`config.mk`:
```
export PLATFORM = sky130hd
export DESIGN_NAME = host_port_bridge
export DESIGN_NICKNAME = d
export VERILOG_FILES = /design/src/rtl/host_port_bridge.sv
export SDC_FILE = /design/constraint.sdc
export NUM_CORES = 1
export LEC_CHECK = 0
export BUFFER_PORTS_ARGS = -buffer_cell sky130_fd_sc_hd__buf_2
export CAP_MARGIN = 20
export CORE_MARGIN = 8
export CORE_UTILIZATION = 56
export DETAILED_ROUTE_END_ITERATION = 12
export GPL_TIMING_DRIVEN = 0
export PLACE_DENSITY = 0.92
export SLEW_MARGIN = 0
export SYNTH_ARGS = -nofsm -noshare
export SYNTH_HDL_FRONTEND = slang
export SYNTH_SLANG_ARGS = --single-unit
```
`constraint.sdc`:
```
create_clock -name clk -period 1.98 [get_ports clk]
set_input_delay 0.198 -clock clk [delete_from_list [all_inputs] [get_ports clk]]
set_output_delay 0.198 -clock clk [all_outputs]
set_load 0.03 [all_outputs]
```
`src/rtl/host_port_bridge.sv`:
```
module host_port_bridge #(
  parameter int WORD_W = 16,
  parameter int ADDR_W = 3,
  parameter logic [ADDR_W-1:0] ADR_HI = 3'd6,
  parameter logic [ADDR_W-1:0] ADR_LO = 3'd7
) (
  input  logic                clk,
  input  logic                rst_n,
  input  logic                p_wr_tx,
  input  logic [WORD_W-1:0]   p_wdata,
  input  logic                p_rd_rx,
  output logic [WORD_W-1:0]   p_rdata,
  input  logic                p_txie,
  input  logic                p_rxie,
  output logic                p_txe,
  output logic                p_rxf,
  output logic                p_tx_irq,
  output logic                p_rx_irq,
  input  logic [ADDR_W-1:0]   h_addr,
  input  logic                h_rd,
  input  logic                h_wr,
  input  logic [WORD_W/2-1:0] h_wdata,
  output logic [WORD_W/2-1:0] h_rdata,
  input  logic                h_rreq_en,
  input  logic                h_treq_en,
  output logic                h_rxf,
  output logic                h_txe,
  output logic                h_req
);
  localparam int BYTE_W = WORD_W / 2;

  logic [WORD_W-1:0] out_stage, out_pair, in_word;
  logic [BYTE_W-1:0] in_hi, in_lo;
  logic out_move, in_move, rd_lo, wr_hi, wr_lo;

  assign out_move = !p_txe && !h_rxf;
  assign in_move  = !h_txe && !p_rxf;
  assign rd_lo    = h_rd && h_addr == ADR_LO;
  assign wr_hi    = h_wr && h_addr == ADR_HI;
  assign wr_lo    = h_wr && h_addr == ADR_LO;

  always_ff @(posedge clk) begin
    if (!rst_n) begin
      out_stage <= '0;
      out_pair  <= '0;
      p_txe     <= 1'b1;
      h_rxf     <= 1'b0;
    end else begin
      if (out_move) begin
        out_pair <= out_stage;
        p_txe    <= 1'b1;
      end
      if (p_wr_tx) begin
        out_stage <= p_wdata;
        p_txe     <= 1'b0;
      end
      if (rd_lo) h_rxf <= 1'b0;
      if (out_move) h_rxf <= 1'b1;
    end
  end

  always_ff @(posedge clk) begin
    if (!rst_n) begin
      in_hi   <= '0;
      in_lo   <= '0;
      in_word <= '0;
      h_txe   <= 1'b1;
      p_rxf   <= 1'b0;
    end else begin
      if (in_move) begin
        in_word <= {in_hi, in_lo};
        h_txe   <= 1'b1;
      end
      if (wr_hi) in_hi <= h_wdata;
      if (wr_lo) begin
        in_lo <= h_wdata;
        h_txe <= 1'b0;
      end
      if (p_rd_rx) p_rxf <= 1'b0;
      if (in_move) p_rxf <= 1'b1;
    end
  end

  assign p_rdata  = in_word;
  assign p_tx_irq = p_txie & p_txe;
  assign p_rx_irq = p_rxie & p_rxf;
  assign h_req    = (h_rreq_en & h_rxf) | (h_treq_en & h_txe);

  always_comb begin
    h_rdata = '0;
    if (h_rd && h_addr == ADR_HI) h_rdata = out_pair[WORD_W-1:BYTE_W];
    else if (rd_lo)               h_rdata = out_pair[BYTE_W-1:0];
  end

  p_wr_clears_txe_r2: assert property (@(posedge clk) disable iff (!rst_n)
    p_wr_tx |=> !p_txe);
  p_out_move_r2: assert property (@(posedge clk) disable iff (!rst_n)
    (!p_txe && !h_rxf && !p_wr_tx) |=> (h_rxf && p_txe));
  p_out_hold_r3: assert property (@(posedge clk) disable iff (!rst_n)
    (h_rxf && !rd_lo) |=> (h_rxf && $stable(out_pair)));
  p_lo_read_clears_r4: assert property (@(posedge clk) disable iff (!rst_n)
    (h_rxf && rd_lo) |=> !h_rxf);
  p_hi_read_keeps_r4: assert property (@(posedge clk) disable iff (!rst_n)
    (h_rxf && h_rd && h_addr == ADR_HI) |=> h_rxf);
  p_lo_write_clears_r5: assert property (@(posedge clk) disable iff (!rst_n)
    wr_lo |=> !h_txe);
  p_in_hold_r6: assert property (@(posedge clk) disable iff (!rst_n)
    (p_rxf && !p_rd_rx) |=> (p_rxf && $stable(p_rdata)));
  p_rd_clears_r6: assert property (@(posedge clk) disable iff (!rst_n)
    (p_rxf && p_rd_rx) |=> !p_rxf);
endmodule

```
==> results.toml <==
[die]
die_w_um = 86.4
dieArea_mm2 = 0.00747
start_util = 0.584
rows = 25
core_area_mm2 = 0.00475
ioPinCount = 68
die_h_um = 86.4

[sta]
rsz0062_at_grt = "no"
period_share = 0.903
max_freq_ghz = 0.559
hold_ws_ps = 31.1
fin_crit_ps = 1790
slew_headroom = 0.600
slew_violations = 0
setup_tns_ps = 0
tightest_slew_ps = 600
fin_skew_ps = 14.3
finalSetupViolCount = 0
finalHoldViolCount = 0

[grt]
antenna_found_initial = 0
grt_first_pass_wirelength_um = 10800
grt_overflow = 0
grt_max_degree = 14
grt_pass1_vias = 2366
grt_util_all_layers = 0.184

[placement]
dpl-instance-area_mm2 = 0.00319
place_hpwl_um = 4860
io_buffer_count = 65
dp.cells = 425
gp_congestion = 0.823

[final_layout]
layout-drive-gt1-share = 0.281
final_area_mm2 = 0.00338
antenna_cells = 0
syn2layout_area_growth_pct = 21.8
seqCellArea_mm2 = 0.00136
fin_nets = 406
multiInputGateArea_mm2 = 0.00128
fin_cells = 441
fillers = 378

[yosys]
syn_area_mm2 = 0.00278
yosysWarnings = 0
ys_types = 26
synth_enable_flop_cells = 0
synth.area.top_cells = "dfxtp_1, mux2i_1, or3b_1"
ys_async_sr_fraction = 0
synthFlopType = "dfxtp_1"
netlist_top_cells_count = "dfxtp_1, mux2i_1, a21oi_1, or3b_1, nand2_1"
ys_seq_area_frac = 0.490
netlist_instances = 293
ys_ff_latch = 68
syn_avg_cell_area_um2 = 9.48
syn_nets = 330
yosys.area.top_type = "dfxtp_1"
synth_top_area_frac = 0.490
synth_most_common_cell = "dfxtp_1"

[clocking]
cts_tree = "yes"
clk_pin_slew_ps = 80
cts_buffers = 9
cts_hold_buf = 0
postCtsSetupRepairBufs = 0
cts_root_buf = "clkbuf_8"
cts_resized = 0
clk_latency_ps = 350
htree_levels = 3
clk_path_buf_depth = 2
cts.sinks = 68

[detailed_routing]
vias = 2363
wl_per_cell_um = 15.0
wl_um = 6610
wl_met1_um = 2680
top_layer_used = "met4"
routed-wl-met2_um = 3280
drc_errors = 0
ant_nets = 0
routed_via_density = 5.36
wl_met3_um = 521
dr.first_iter.drc_count = 112
first_pass_iters = 7

[worst_setup_path]
critPathKind = "register to output port"
end_kind = "output port"
crit_path_start_kind = "register"
worstPathRequired_ps = 1780
crit_path_top_delay_cell = "dfxtp_1"
critPathMaxStageDelay_ps = 480
crit_chain = "clkbuf_1 > and2_1 > buf_2"
worstPathArrival_ps = 1590
critical_path_peak_fanout = 10

[flow_run]
maxCapViolCount = 0

[run_status]
run_status = "finished, final reports clean"

[power_and_ir_drop]
peakVddDrop_uv = 564
finalPower_mw = 2.80
power_density_mw_per_mm2 = 827
p_leak_nw = 1.47

[min_path]
hold_class = "primary input to register"
## kinds of logic (layout without fill, tap and decap cells)
group,count (synthesis),count (layout),synth area share
buf+inv,27,108,0.0500
mux,40,40,0.144
compound gates,69,69,0.130
simple gates,89,89,0.186
flops,68,68,0.490
## cell type report
class                   count  area share
multi-input cells         198       0.377
clock buffers               9      0.0366
well taps                  67      0.0248
plain buffers              25      0.0388
flip-flops and latches     68       0.402
inverters                   2     0.00222
repair buffers             65      0.0961
clock inverters             7      0.0218
## placed cells by master (no fill, tap or decap), types with 5 or more instances in the layout
master    count
o21ai_1       9
buf_2        76
clkbuf_8      9
a21oi_1      32
or3b_2        5
or3b_1       27
dfxtp_1      68
nand2_1      25
o21ai_0      24
clkbuf_1      8
mux2i_1      40
nor2_1       24
## per-stage QoR
step	util	worst slack (ps)
after floorplan	-	566
after global placement	0.670	558
after detailed placement	0.670	573
final	0.712	192
after global routing	0.712	85.0
after CTS	0.712	184
## registers in the layout, summed over array words and instances, names as in the netlist
signal,cells
h_rxf,1
p_rdata,16
p_txe,1
p_rxf,1
out_pair,16
in_hi,8
out_stage,16
in_lo,8
h_txe,1
## path summary, 6_finish.rpt
kind / startpoint / endpoint / slack [ps] / depth (start not counted)
min: p_rd_rx / p_rxf$_SDFFE_PN0P_ / 30 / 2
min reg2reg: in_hi[0]$_SDFFE_PN0P_ / in_hi[0]$_SDFFE_PN0P_ / 460 / 2
max reg2reg: p_txe$_SDFFE_PN1P_ / out_pair[4]$_SDFFE_PN0P_ / 760 / 3
max: p_txe$_SDFFE_PN1P_ / p_tx_irq / 190 / 3
## worst max-delay path, delay by kind of cell (launching register included)
kind          cells  cell delay [ps]
flops             1              480
simple gates      1              180
buf+inv           2              570
## per-layer routing
| metal | up-vias | global-route usage |
|---|---|---|
| met5 | - | 0 |
| met4 | 0 | 0.0814 |
| met3 | 14 | 0.0681 |
| met2 | 74 | 0.317 |
| met1 | 1101 | 0.197 |
| li1 | 1174 | - |
## report_power, final
group	total (mW)	switching (mW)	internal, mW
Clock	1.14	0.553	0.587
Sequential	1.43	0.0250	1.41
Combinational	0.228	0.131	0.0965
Total	2.80	0.709	2.09
(Power assumes the default switching activity.)
